**src/rtl/mdio_slave_pkg.sv**
```systemverilog
package mdio_slave_pkg;

  typedef enum logic [2:0] {
    ST_IDLE,
    ST_START,
    ST_HDR,
    ST_TA1,
    ST_TA2,
    ST_DATA
  } mdioState_t;

  // strobes from control to datapath, all qualified by a management clock rise
  typedef struct packed {
    logic hdrShift;
    logic rdLoad;
    logic rdShift;
    logic wrShift;
    logic commit;
    logic oeSet;
    logic oeClr;
  } mdioStrobe_t;

  localparam logic [1:0] OP_READ  = 2'b10;
  localparam logic [1:0] OP_WRITE = 2'b01;

endpackage

```
**src/rtl/mdio_slave_ctrl.sv**
```systemverilog
module mdio_slave_ctrl
  import mdio_slave_pkg::*;
#(
  parameter int PHY_W   = 5,
  parameter int REG_W   = 5,
  parameter int DATA_W  = 16,
  parameter int PRE_LEN = 32
) (
  input  logic             clk,
  input  logic             rstN,
  input  logic             mdc,
  input  logic             mdioIn,
  input  logic             effReq,
  input  logic [1:0]       hdrOp,
  input  logic [PHY_W-1:0] hdrPhy,
  input  logic [PHY_W-1:0] phyAddr,
  output mdioStrobe_t      strobe
);

  localparam int HDR_LEN = 2 + PHY_W + REG_W;
  localparam int CNT_MAX = (HDR_LEN > DATA_W) ? HDR_LEN : DATA_W;
  localparam int CNT_W   = $clog2(CNT_MAX + 1);
  localparam int ONES_W  = $clog2(PRE_LEN + 1);

  mdioState_t        state;
  logic [CNT_W-1:0]  cnt;
  logic [ONES_W-1:0] ones;
  logic              mdcPrev;
  logic              active;
  logic              isRead;
  logic              rise;
  logic              frameHit;
  logic              lastData;
  logic              preOk;

  assign rise     = mdc & ~mdcPrev;
  assign frameHit = (hdrPhy == phyAddr) && ((hdrOp == OP_READ) || (hdrOp == OP_WRITE));
  assign lastData = (cnt == CNT_W'(DATA_W - 1));
  assign preOk    = !effReq || (ones == ONES_W'(PRE_LEN));

  always_comb begin
    strobe = '0;
    if (rise) begin
      case (state)
        ST_HDR:  strobe.hdrShift = 1'b1;
        ST_TA1: begin
          if (frameHit && (hdrOp == OP_READ)) begin
            strobe.rdLoad = 1'b1;
            strobe.oeSet  = 1'b1;
          end
        end
        ST_TA2:  strobe.rdShift = active && isRead;
        ST_DATA: begin
          if (active && isRead) begin
            strobe.oeClr   = lastData;
            strobe.rdShift = !lastData;
          end else if (active) begin
            strobe.wrShift = 1'b1;
            strobe.commit  = lastData;
          end
        end
        default: ;
      endcase
    end
  end

  always_ff @(posedge clk or negedge rstN) begin
    if (!rstN) begin
      state   <= ST_IDLE;
      cnt     <= '0;
      ones    <= '0;
      mdcPrev <= 1'b0;
      active  <= 1'b0;
      isRead  <= 1'b0;
    end else begin
      mdcPrev <= mdc;
      if (rise) begin
        case (state)
          ST_IDLE: begin
            if (mdioIn) begin
              if (ones != ONES_W'(PRE_LEN)) ones <= ones + 1'b1;
            end else begin
              ones <= '0;
              if (preOk) state <= ST_START;
            end
          end
          ST_START: begin
            if (mdioIn) begin
              state <= ST_HDR;
              cnt   <= '0;
            end else begin
              state <= ST_IDLE;
            end
          end
          ST_HDR: begin
            cnt <= cnt + 1'b1;
            if (cnt == CNT_W'(HDR_LEN - 1)) state <= ST_TA1;
          end
          ST_TA1: begin
            active <= frameHit;
            isRead <= (hdrOp == OP_READ);
            state  <= ST_TA2;
          end
          ST_TA2: begin
            cnt   <= '0;
            state <= ST_DATA;
          end
          ST_DATA: begin
            cnt <= cnt + 1'b1;
            if (lastData) begin
              state  <= ST_IDLE;
              ones   <= '0;
              active <= 1'b0;
            end
          end
          default: state <= ST_IDLE;
        endcase
      end
    end
  end

endmodule

```
**src/rtl/mdio_slave_dp.sv**
```systemverilog
module mdio_slave_dp
  import mdio_slave_pkg::*;
#(
  parameter int PHY_W        = 5,
  parameter int REG_W        = 5,
  parameter int DATA_W       = 16,
  parameter int CFG_ADDR     = 17,
  parameter int STAT_ADDR    = 1,
  parameter int SCRATCH_BASE = 24,
  parameter int SCRATCH_NUM  = 4
) (
  input  logic             clk,
  input  logic             rstN,
  input  mdioStrobe_t      strobe,
  input  logic             bitIn,
  input  logic             compatLock,
  output logic [1:0]       hdrOp,
  output logic [PHY_W-1:0] hdrPhy,
  output logic             effReq,
  output logic             preReqOut,
  output logic             mdioOut,
  output logic             mdioOe
);

  localparam int HDR_LEN = 2 + PHY_W + REG_W;

  logic [HDR_LEN-1:0]            hdr;
  logic [REG_W-1:0]              hdrReg;
  logic [DATA_W-1:0]             rdSh;
  logic [DATA_W-1:0]             wrSh;
  logic [DATA_W-1:0]             wrWord;
  logic [DATA_W-1:0]             rdVal;
  logic [SCRATCH_NUM*DATA_W-1:0] scratchFlat;
  logic                          preReq;

  assign hdrReg    = hdr[REG_W-1:0];
  assign hdrPhy    = hdr[REG_W +: PHY_W];
  assign hdrOp     = hdr[HDR_LEN-1 -: 2];
  assign wrWord    = {wrSh[DATA_W-2:0], bitIn};
  assign effReq    = preReq & ~compatLock;
  assign preReqOut = preReq;

  always_comb begin
    rdVal = '0;
    if (hdrReg == REG_W'(CFG_ADDR)) begin
      rdVal[0] = preReq;
    end else if (hdrReg == REG_W'(STAT_ADDR)) begin
      rdVal[0] = ~effReq;
    end else begin
      for (int i = 0; i < SCRATCH_NUM; i++) begin
        if (hdrReg == REG_W'(SCRATCH_BASE + i)) rdVal = scratchFlat[i*DATA_W +: DATA_W];
      end
    end
  end

  for (genvar g = 0; g < SCRATCH_NUM; g++) begin : gScratch
    logic [DATA_W-1:0] word;
    always_ff @(posedge clk or negedge rstN) begin
      if (!rstN) word <= '0;
      else if (strobe.commit && (hdrReg == REG_W'(SCRATCH_BASE + g))) word <= wrWord;
    end
    assign scratchFlat[g*DATA_W +: DATA_W] = word;
  end

  always_ff @(posedge clk or negedge rstN) begin
    if (!rstN) begin
      hdr     <= '0;
      rdSh    <= '0;
      wrSh    <= '0;
      preReq  <= 1'b0;
      mdioOut <= 1'b0;
      mdioOe  <= 1'b0;
    end else begin
      if (strobe.hdrShift) hdr <= {hdr[HDR_LEN-2:0], bitIn};
      if (strobe.wrShift) wrSh <= wrWord;
      if (strobe.commit && (hdrReg == REG_W'(CFG_ADDR)) && !compatLock) preReq <= wrWord[0];
      if (strobe.rdLoad) rdSh <= rdVal;
      if (strobe.oeSet) begin
        mdioOe  <= 1'b1;
        mdioOut <= 1'b0;
      end
      if (strobe.rdShift) begin
        mdioOut <= rdSh[DATA_W-1];
        rdSh    <= {rdSh[DATA_W-2:0], 1'b0};
      end
      if (strobe.oeClr) mdioOe <= 1'b0;
    end
  end

endmodule

```
**src/rtl/mdio_slave.sv**
```systemverilog
module mdio_slave
  import mdio_slave_pkg::*;
#(
  parameter int PHY_W        = 5,
  parameter int REG_W        = 5,
  parameter int DATA_W       = 16,
  parameter int PRE_LEN      = 32,
  parameter int CFG_ADDR     = 17,
  parameter int STAT_ADDR    = 1,
  parameter int SCRATCH_BASE = 24,
  parameter int SCRATCH_NUM  = 4
) (
  input  logic             clk,
  input  logic             rstN,
  input  logic             mdc,
  input  logic             mdioIn,
  input  logic [PHY_W-1:0] phyAddr,
  input  logic             compatLock,
  output logic             mdioOut,
  output logic             mdioOe
);

  mdioStrobe_t      ctrlStrobe;
  logic [1:0]       hdrOp;
  logic [PHY_W-1:0] hdrPhy;
  logic             effReq;
  logic             preReqBit;

  mdio_slave_ctrl #(
    .PHY_W(PHY_W), .REG_W(REG_W), .DATA_W(DATA_W), .PRE_LEN(PRE_LEN)
  ) uCtrl (
    .clk(clk), .rstN(rstN), .mdc(mdc), .mdioIn(mdioIn), .effReq(effReq),
    .hdrOp(hdrOp), .hdrPhy(hdrPhy), .phyAddr(phyAddr), .strobe(ctrlStrobe)
  );

  mdio_slave_dp #(
    .PHY_W(PHY_W), .REG_W(REG_W), .DATA_W(DATA_W), .CFG_ADDR(CFG_ADDR),
    .STAT_ADDR(STAT_ADDR), .SCRATCH_BASE(SCRATCH_BASE), .SCRATCH_NUM(SCRATCH_NUM)
  ) uDp (
    .clk(clk), .rstN(rstN), .strobe(ctrlStrobe), .bitIn(mdioIn),
    .compatLock(compatLock), .hdrOp(hdrOp), .hdrPhy(hdrPhy), .effReq(effReq),
    .preReqOut(preReqBit), .mdioOut(mdioOut), .mdioOe(mdioOe)
  );

endmodule

```
**config.mk**
```make
export PLATFORM = sky130hd
export DESIGN_NAME = mdio_slave
export DESIGN_NICKNAME = d
export VERILOG_FILES = /design/src/rtl/mdio_slave_pkg.sv /design/src/rtl/mdio_slave_ctrl.sv /design/src/rtl/mdio_slave_dp.sv /design/src/rtl/mdio_slave.sv
export SDC_FILE = /design/constraint.sdc
export NUM_CORES = 1
export LEC_CHECK = 0
export BUFFER_PORTS_ARGS = -buffer_cell sky130_fd_sc_hd__buf_2
export CAP_MARGIN = 40
export CORE_AREA = 10 10 152 154
export DETAILED_ROUTE_END_ITERATION = 10
export DIE_AREA = 0 0 162 164
export PLACE_DENSITY = 0.54
export RECOVER_POWER = 25
export SYNTH_ARGS = -nofsm -noshare
export SYNTH_HDL_FRONTEND = slang
export SYNTH_SLANG_ARGS = --single-unit
export TNS_END_PERCENT = 1
```
**constraint.sdc**
```tcl
create_clock -name clk -period 4 [get_ports clk]
set_input_delay 0.4 -clock clk [delete_from_list [all_inputs] [get_ports clk]]
set_output_delay 0.4 -clock clk [all_outputs]
set_load 0.005 [all_outputs]
```
==> results of run 1 <==
routing by layer:
layer,global-route usage (%),wire (um),up-vias
met4,3.76,201,0
met5,0,0,-
li1,-,-,1854
met2,16.8,6260,73
met3,3.25,612,21
met1,12.8,6250,2079
kinds of logic (layout without fill, tap and decap cells):
group | Yosys count | after routing | share of synthesized area, %
XOR/XNOR | 5 | 5 | 0.738
buffers and inverters | 38 | 61 | 3.31
multiplexers | 93 | 93 | 17.6
adder cells (fa/ha/maj) | 5 | 5 | 1.05
AO/OA/AOI/OAI | 119 | 119 | 12.3
AND/OR/NAND/NOR | 119 | 119 | 11.4
flip-flops | 127 | 127 | 53.5
area by class of cell:
class,instances,area (sq um),share of cell area (%)
Sequential cell,127,3180,45.9
Tap cell,270,338,4.88
Inverter,7,26.3,0.379
Clock inverter,13,210,3.04
Timing Repair Buffer,22,161,2.33
Clock buffer,19,443,6.40
Multi-Input combinational cell,341,2570,37.1
stage by stage:
step                cell area (sq um)  instances
floorplan                        5940        506
global placement                 6220        763
detailed placement               6270        766
CTS                              6930        799
global route                     6920        799
finish                           6920        799
registers in the layout, summed over array words and instances, names as in the netlist:
signal / flops
uCtrl.state: 3
uDp.wrSh: 15
uDp.mdioOut: 1
uCtrl.active: 1
uCtrl.isRead: 1
uDp.gScratch.word: 64
uDp.rdSh: 16
uCtrl.cnt: 5
uDp.hdr: 12
uDp.mdioOe: 1
uCtrl.mdcPrev: 1
uCtrl.ones: 6
uDp.preReqOut: 1
where the power goes:
| group | internal, uW | switching [uW] |
|---|---|---|
| combinational | 236 | 275 |
| sequential | 1390 | 209 |
| clock | 1120 | 591 |
path summary, 6_finish.rpt:
kind	end	cells past startpoint	slack, ps	from
max in group asynchronous	uDp.hdr[4]$_DFFE_PN0P_	3	1770	rstN
min in group asynchronous	uDp.hdr[11]$_DFFE_PN0P_	2	710	rstN
hold reg to reg	uDp.mdioOut$_DFFE_PN0P_	2	480	uDp.rdSh[15]$_DFFE_PN0P_
setup / recovery	uDp.gScratch[2].word[8]$_DFFE_PN0P_	5	1260	uDp.hdr[1]$_DFFE_PN0P_
setup reg to reg	uDp.gScratch[2].word[8]$_DFFE_PN0P_	5	1260	uDp.hdr[1]$_DFFE_PN0P_
hold / removal	uCtrl.mdcPrev$_DFF_PN0_	1	120	mdc
cells in the final DEF (no fill, tap or decap), drive strengths merged, types with 2 or more instances in the layout:
cell type / Yosys / layout
a22o: 2 / 2
nand3b: 3 / 3
mux2i: 2 / 2
mux2: 91 / 91
nor4b: 2 / 2
inv: 7 / 9
and3: 5 / 5
and3b: 2 / 2
nand3: 8 / 8
xor2: 5 / 5
nand2: 24 / 24
clkinvlp: 0 / 2
a22oi: 15 / 15
dfrtp: 127 / 127
nor4bb: 2 / 2
clkbuf: 15 / 22
a21oi: 35 / 35
o21ai: 39 / 39
buf: 16 / 18
nor3: 2 / 2
a211o: 15 / 15
ha: 5 / 5
or2: 2 / 2
a31oi: 4 / 4
bufinv: 0 / 5
nand4: 6 / 6
nor2: 44 / 44
o31ai: 2 / 2
or3b: 2 / 2
nand2b: 4 / 4
clkinv: 0 / 4
nor2b: 7 / 7
repair_timing:
action	4_1_cts	5_1_grt
resized for setup	0	0
endpoints found under the hold margin	15	0
hold buffers	1	0
==> run metrics, run 1 <==
Ant. Diodes=0; Area contributors post-synth=dfrtp_1, mux2_2, o21ai_0, a21oi_1, nor2_1; die height=roughly 160 um; worst slew pin tran=1120 ps; TritonCTS Sinks=between 100 and 150; area grow syn2layout=16.6%; cells along the critical path=inv_1 -> nor4b_4 -> nor2b_1 -> buf_4 -> mux2_2; GRT Resource Usage Total=roughly a tenth; top cell type by total area after synthesis=dfrtp_1; Synth top area share=about 54%; H-tree lvl count=4; Slew Viols, Final=0; fin crit share=about two thirds; Hold Fails Final Rpt=0; via count=between 4000 and 5000; fin nets=between 500 and 600; clk_skew=approximately 6 ps; grt ovf=0; Bufs and invs on worst path=2; Mapped Nets=521; Seq/Total Area, Yosys=a little over half; DRC=0; status=completed; Die Span X=approximately 160 um; Top FF cell, synth=dfrtp_1; DRT Pass-1 Iters=5; initial core utilization=just under 30%; post-synthesis instance total=slightly above 500; hold slack=approximately 120 ps; Setup Fix Bufs, Post-CTS=0; die area=~0.027 sq mm; CP Capture Type=flop; count leader, synth=dfrtp_1; Max FO, Critical Path=25; first-pass GRT wire length=around 22000 um; Cell variety after synth=54; initial antenna violation count=0; GPL Wtd Cong=0.779; RSZ-0062 raised after global routing=false; Req. time, crit path=~4300 ps; layout cells sized above 1=between 20% and 30%; DR iter-0 viols=244; CTS tree=built; delay of the slowest critical-path stage=about 910 ps; dpl hpwl=8430 um; Placement Rows=between 50 and 60; final wirelength=approximately 13000 um; Cell Area, Synth=0.00594 sq mm; Longest Clk Path Bufs=2; Synth Area per Inst=11.7 sq um; Crit Path Class=reg2reg; Yosys reg bits=~130; Clock transition at path regs=about 60 ps; Startpoint Class=flop; drt via density=between 5 and 6; Pwr Total=3820 uW; asr flop ratio synth=100%; yosys warns=0; largest net degree at the start of global routing=65; end-of-flow core utilization=34.6%; Max Cap Viol=0; fillcell total=between 2000 and 2500; Post-synth EDFFs=0; core region area=about 0.02 sq mm; I/O pin cnt=12; post-layout min period=between 2000 and 3000 ps; vias in the first global route=4203; routed len/inst=around 17 um; top cells by count, synth=dfrtp_1, mux2_2, nor2_1; Final WS setup=roughly 1300 ps; Root Buffer=clkbuf_16; CP max-delay cell=dfrtp_1; Pleak=0.00319 uW; port buffer count=11; Fin Setup TNS=0 ps; max frequency=between 0.3 and 0.4 GHz; P per Cell Area=552 mW/mm^2; CTS buffer count=17; Skew-Pair Late Insertion Delay=around 430 ps; dpl ws=about 1300 ps; Max rail drop VDD=between 200 and 250 uV; antenna viol nets, final=0; arrival time worst endpoint=a little over 3000 ps; setup violators final=0; Slew headroom=25.6%; min-delay worst type=in2reg; delay-heaviest family, CP=flip-flops
Note: power is estimated with default switching activity, not from simulation.
==> inputs of run 2 (changes only) <==
- PLACE_DENSITY: 0.54 -> 0.55
- clock period: 4 -> 2.5 ns (I/O delays scaled with it)
==> run 2 against run 1 <==
Clock skew up 3.6 ps. Cell area grew 0.61%. Cell count is 1.4% higher. Combinational power rose by 77%. Sequential power grew 54%. First-iteration DRC count shrank 3.7%. Register-to-register slack worse by 1100 ps.
==> run metrics, run 2 (synthesized netlist as in run 1, its figures left out) <==
Max Cap Viol=0 (unchanged); Req. time, crit path=2810 ps (-1500 ps); Hold Fails Final Rpt=0 (unchanged); delay of the slowest critical-path stage=420 ps (-490 ps); Sw Ratio=28.9% (+0.82 points); Skew-Pair Late Insertion Delay=420 ps (about the same); clock share of power=42.2% (-2.7 points); fillcell total=2023 (+0.85%); die area=0.0266 sq mm (unchanged); antenna viol nets, final=0 (unchanged); DRC=0 (unchanged); dpl cell area=0.00637 sq mm (+1.6%); max reg flops=64 (unchanged); most frequent CP cell=ha_1; Max rail drop VDD=483 uV (+94%); Ant. Diodes=0 (unchanged); Root Buffer=clkbuf_16; fin nets=542 (+2.1%); commonest non-fill, non-tap cell in the layout=dfrtp_1; DRT Pass-1 Iters=4 (-1); GRT Resource Usage Total=10.4% (+0.062 points); first-pass GRT wire length=22000 um (-0.12%); port buffer count=11 (unchanged); dpl ws=101 ps (-1240 ps); P per Cell Area=837 mW/mm^2 (+52%); Die Span X=162 um (unchanged); via count=4014 (-0.32%); sw power=1690 uW (+57%); DR iter-0 viols=235 (-3.7%); Final WS setup=187 ps (-1070 ps); grt ovf=0 (unchanged); Flop pwr share=42.3% (+0.5 points); arrival time worst endpoint=2620 ps (-430 ps); final wirelength=13300 um (+0.23%); clk_skew=9.49 ps (+3.64 ps); Slew Viols, Final=0 (unchanged); cells along the critical path=ha_1 -> and3_1 -> ha_1 -> nand3_4 -> nor2b_1 -> buf_12 -> mux2_2; CTS tree=built; vias in the first global route=4110 (-2.2%); final non-filler cell area=0.00697 sq mm (+0.61%); dpl hpwl=8410 um (-0.20%); status=completed; combinational cell fraction of total power=15.6% (+2.2 points); TritonCTS Sinks=127 (unchanged); Clock transition at path regs=60 ps (about the same); Slew headroom=27.5% (+1.8 points); die height=164 um (unchanged); Top Registers=uDp.gScratch.word x64, uDp.rdSh x16, uDp.wrSh x15; min-delay worst type=in2reg; end-of-flow core utilization=34.8% (+0.21 points); H-tree lvl count=4 (unchanged); Largest Register=uDp.gScratch.word; worst slew pin tran=1090 ps (-27.7 ps); area of the multi-input gates=0.00257 sq mm (+0.20%); Startpoint Class=flop; max frequency=0.432 GHz (+19%); RSZ-0062 raised after global routing=false; internal power=4140 uW (+51%); Crit Path Class=reg2reg; Max FO, Critical Path=15 (-40%); Fin Setup TNS=0 ps (unchanged); Setup Fix Bufs, Post-CTS=0 (unchanged); Longest Clk Path Bufs=2 (unchanged); post-layout min period=2310 ps (-428 ps); I/O pin cnt=12 (unchanged); setup violators final=0 (unchanged); Placement Rows=52 (unchanged); initial antenna violation count=0 (unchanged); Pleak=0.00322 uW (+0.84%); CP Capture Type=flop; FF/Latch Area=0.00318 sq mm (unchanged); drt via density=4.96 (-1.7%); CP max-delay cell=dfrtp_1; routed len/inst=16.5 um (-1.1%); CTS buffer count=17 (unchanged); GPL Wtd Cong=0.762 (-2.1%); fin crit share=92.5% (+24 points); hold slack=226 ps (+111 ps); layout cells sized above 1=30.6% (+1.8 points); initial core utilization=29.6% (unchanged); largest net degree at the start of global routing=44 (-32%); area grow syn2layout=17.3%; highest-count cells in the layout ignoring fill and taps=dfrtp_1, mux2_2, nor2_1; core region area=0.0200 sq mm (unchanged)
==> run 2: critical path, delay by kind of cell (launching register included) <==
kind	cells	cell delay [ps]
buffers and inverters	1	220
DFF	1	420
and+or+nand+nor	3	640
muxes	1	350
adders and majority gates	2	560
==> run 2: worst paths after layout <==
path | to | depth (start not counted) | slack [ps] | startpoint
min in group asynchronous | uDp.hdr[4]$_DFFE_PN0P_ | 2 | 510 | rstN
hold reg to reg | uCtrl.ones[5]$_DFFE_PN0P_ | 1 | 470 | uCtrl.ones[5]$_DFFE_PN0P_
hold / removal | uDp.preReqOut$_DFFE_PN0P_ | 3 | 230 | compatLock
max in group asynchronous | uDp.gScratch[1].word[3]$_DFFE_PN0P_ | 3 | 390 | rstN
setup / recovery | uDp.gScratch[2].word[2]$_DFFE_PN0P_ | 7 | 190 | uCtrl.cnt[0]$_DFFE_PN0P_
setup reg to reg | uDp.gScratch[2].word[2]$_DFFE_PN0P_ | 7 | 190 | uCtrl.cnt[0]$_DFFE_PN0P_
==> run 2: layout make-up <==
type,instances,area share [%]
inverters,7,0.377
well taps,270,4.85
multi-input cells,341,36.9
clock buffers,20,6.56
flip-flops and latches,127,45.6
repair buffers,33,3.72
clock inverters,12,1.96
==> run 2: timing repair <==
item                                    CTS  global route
hold buffers                              2             0
hold endpoints to repair                 35             0
endpoints found under the setup margin    0            16
resized for setup                         0             1
==> run 2: layer usage <==
layer	part of all wire, %	track usage (%)	wire length [um]	vias to the layer above
met5	0	0	0	-
met4	1.4	3.85	190	0
met3	3.5	3.10	471	15
met2	48	16.6	6420	71
met1	47	13.2	6260	2050
li1	-	-	-	1878
==> run 2: power groups by stage <==
stage	registers (uW)	logic [uW]	clock network (uW)
2_1_floorplan	2360	775	0
3_3_place_gp	2480	889	0
3_5_place_dp	2490	915	0
4_1_cts	2460	921	2500
5_1_grt	2500	1020	2600
6_report	2470	907	2460
==> run 2: stage by stage <==
stage	instances	total power (uW)
4_1_cts	810	5880
3_3_place_gp	776	3370
2_1_floorplan	506	3140
6_report	810	5830
3_5_place_dp	776	3410
5_1_grt	810	6130
==> inputs of run 3 (changes only) <==
- BUFFER_PORTS_ARGS: -buffer_cell sky130_fd_sc_hd__buf_2 -> -buffer_cell sky130_fd_sc_hd__buf_4
- CTS_BUF_LIST: unset -> sky130_fd_sc_hd__clkbuf_8
- SLEW_MARGIN: unset -> 10
==> run 3 against run 2 <==
Routed wire length grew 1.0%. Sequential power is essentially flat. Clock skew grew 3.2 ps. Cell area shrank 2.4%. Hold slack lost 32 ps. Critical path depth grew 1. Maximum frequency shrank 0.59%. Sequential cell count is the same. Worst setup slack lost 14 ps. Clock power shrank 25%. Core utilization shrank 0.83 points. Non-clock buffer count grew 1.
==> run metrics, run 3 (synthesized netlist as in run 1, its figures left out) <==
dpl ws=181 ps (+79.4 ps); worst slew pin tran=1000 ps (-85.4 ps); DRC=0 (unchanged); Hold Fails Final Rpt=0 (unchanged); core region area=0.0200 sq mm (unchanged); Max rail drop VDD=313 uV (-35%); Largest Register=uDp.gScratch.word; dpl cell area=0.00639 sq mm (+0.31%); fin cells=810 (unchanged); grt ovf=0 (unchanged); Final WS setup=173 ps (-13.8 ps); vias in the first global route=4081 (-0.71%); Skew-Pair Late Insertion Delay=450 ps (+30 ps); Longest Clk Path Bufs=2 (unchanged); post-layout min period=2330 ps (+13.8 ps); min-delay worst type=in2reg; Pleak=0.00315 uW (-2.1%); arrival time worst endpoint=2620 ps (about the same); Slew headroom=33.2% (+5.7 points); PostCTS Resize Cnt=0 (unchanged); Placed Cells=777 (+0.13%); highest-count cells in the layout ignoring fill and taps=dfrtp_1, mux2_2, nor2_1; die height=164 um (unchanged); TritonCTS Sinks=127 (unchanged); Req. time, crit path=2790 ps (-20 ps); Crit Path Class=reg2reg; setup violators final=0 (unchanged); commonest non-fill, non-tap cell in the layout=dfrtp_1; Die Span X=162 um (unchanged); die area=0.0266 sq mm (unchanged); Hold-fix buffers, CTS=2 (unchanged); status=completed; Root Buffer=clkbuf_8; dpl hpwl=8550 um (+1.6%); Clock transition at path regs=70 ps (about the same); drt via density=4.98 (+0.52%); max reg flops=64 (unchanged); DR iter-0 viols=257 (+9.4%); initial core utilization=29.6% (unchanged); CTS buffer count=17 (unchanged); max frequency=0.430 GHz (-0.59%); cells along the critical path=ha_1 -> and3_1 -> ha_1 -> nand2_1 -> nand4_1 -> or3_1 -> nor2_1 -> a31oi_1; fillcell total=2042 (+0.94%); RSZ-0062 raised after global routing=false; most frequent CP cell=ha_1; internal power=3640 uW (-12%); DRT Pass-1 Iters=4 (unchanged); CTS tree=built; P per Cell Area=774 mW/mm^2 (-7.5%); I/O pin cnt=12 (unchanged); Fin Setup TNS=0 ps (unchanged); delay of the slowest critical-path stage=590 ps (+170 ps); CP Capture Type=flop; Startpoint Class=flop; Flop pwr share=46.7% (+4.4 points); initial antenna violation count=0 (unchanged); Slew Viols, Final=0 (unchanged); first-pass GRT wire length=21800 um (-1.0%); largest net degree at the start of global routing=74 (+68%); H-tree lvl count=4 (unchanged); layout cells sized above 1=30.4% (-0.19 points); GPL Wtd Cong=0.746 (-2.2%); via count=4035 (+0.52%); antenna viol nets, final=0 (unchanged); final non-filler cell area=0.00680 sq mm (-2.4%); port buffer count=11 (unchanged); fin nets=543 (+0.18%); GRT Resource Usage Total=10.4% (-0.056 points); end-of-flow core utilization=33.9% (-0.83 points); Placement Rows=52 (unchanged); Top Registers=uDp.gScratch.word x64, uDp.rdSh x16, uDp.wrSh x15; CP max-delay cell=or3_1; Max Cap Viol=0 (unchanged); clock share of power=35.1% (-7.1 points); Setup Fix Bufs, Post-CTS=0 (unchanged); Ant. Diodes=0 (unchanged); area grow syn2layout=14.5%; fin crit share=93.1% (+0.55 points); Max FO, Critical Path=17 (+2); sw power=1620 uW (-3.8%); combinational cell fraction of total power=18.2% (+2.6 points); Sw Ratio=30.8% (+1.9 points); final wirelength=13500 um (+1.0%); clk_skew=12.6 ps (+3.16 ps); routed len/inst=16.6 um (+1.0%)
==> run 3: metal layers <==
metal	wire length, um	vias to the layer above	global-route usage [%]
li1	-	1873	-
met2	6410	81	16.5
met5	0	-	0
met1	6290	2064	12.9
met3	596	17	3.60
met4	193	0	3.56
==> run 3: power groups by stage <==
stage                     clock (uW)  sequential (uW)  combinational [uW]
final                           1850             2460                 956
after detailed placement           0             2490                 961
after global placement             0             2470                 917
after floorplan                    0             2360                 775
after CTS                       1900             2450                 966
after global routing            2000             2480                1070
==> run 3: final cells by class <==
class / count / area [sq um] / share of cell area [%]
Tap cell: 270 / 338 / 4.97
Clock buffer: 18 / 248 / 3.64
Multi-Input combinational cell: 341 / 2570 / 37.8
Inverter: 7 / 26.3 / 0.386
Sequential cell: 127 / 3180 / 46.7
Clock inverter: 13 / 165 / 2.43
Timing Repair Buffer: 34 / 278 / 4.08
==> run 3: critical path: cells and delay by family (launching register included) <==
kind	cells	cell delay [ps]
flip-flops	1	430
AO/OA/AOI/OAI	1	50
adder cells (fa/ha/maj)	2	540
AND/OR/NAND/NOR	5	1160
==> run 3: final timing paths <==
path,from,endpoint,slack [ps],cells past startpoint
worst max-delay path,uCtrl.cnt[0]$_DFFE_PN0P_,uDp.rdSh[14]$_DFFE_PN0P_,170,8
worst min-delay path,compatLock,uDp.preReqOut$_DFFE_PN0P_,190,3
worst max register to register,uCtrl.cnt[0]$_DFFE_PN0P_,uDp.rdSh[14]$_DFFE_PN0P_,170,8
worst min register to register,uDp.rdSh[15]$_DFFE_PN0P_,uDp.mdioOut$_DFFE_PN0P_,480,2
max in group asynchronous,rstN,uDp.rdSh[7]$_DFFE_PN0P_,630,3
min in group asynchronous,rstN,uCtrl.mdcPrev$_DFF_PN0_,360,2
==> run 3: metrics by stage <==
| stage | hold WS, ps | total power [uW] |
|---|---|---|
| floorplan | -45.6 | 3140 |
| detailed placement | 111 | 3450 |
| CTS | 166 | 5310 |
| global route | 168 | 5550 |
| finish | 194 | 5260 |
| global placement | 109 | 3390 |
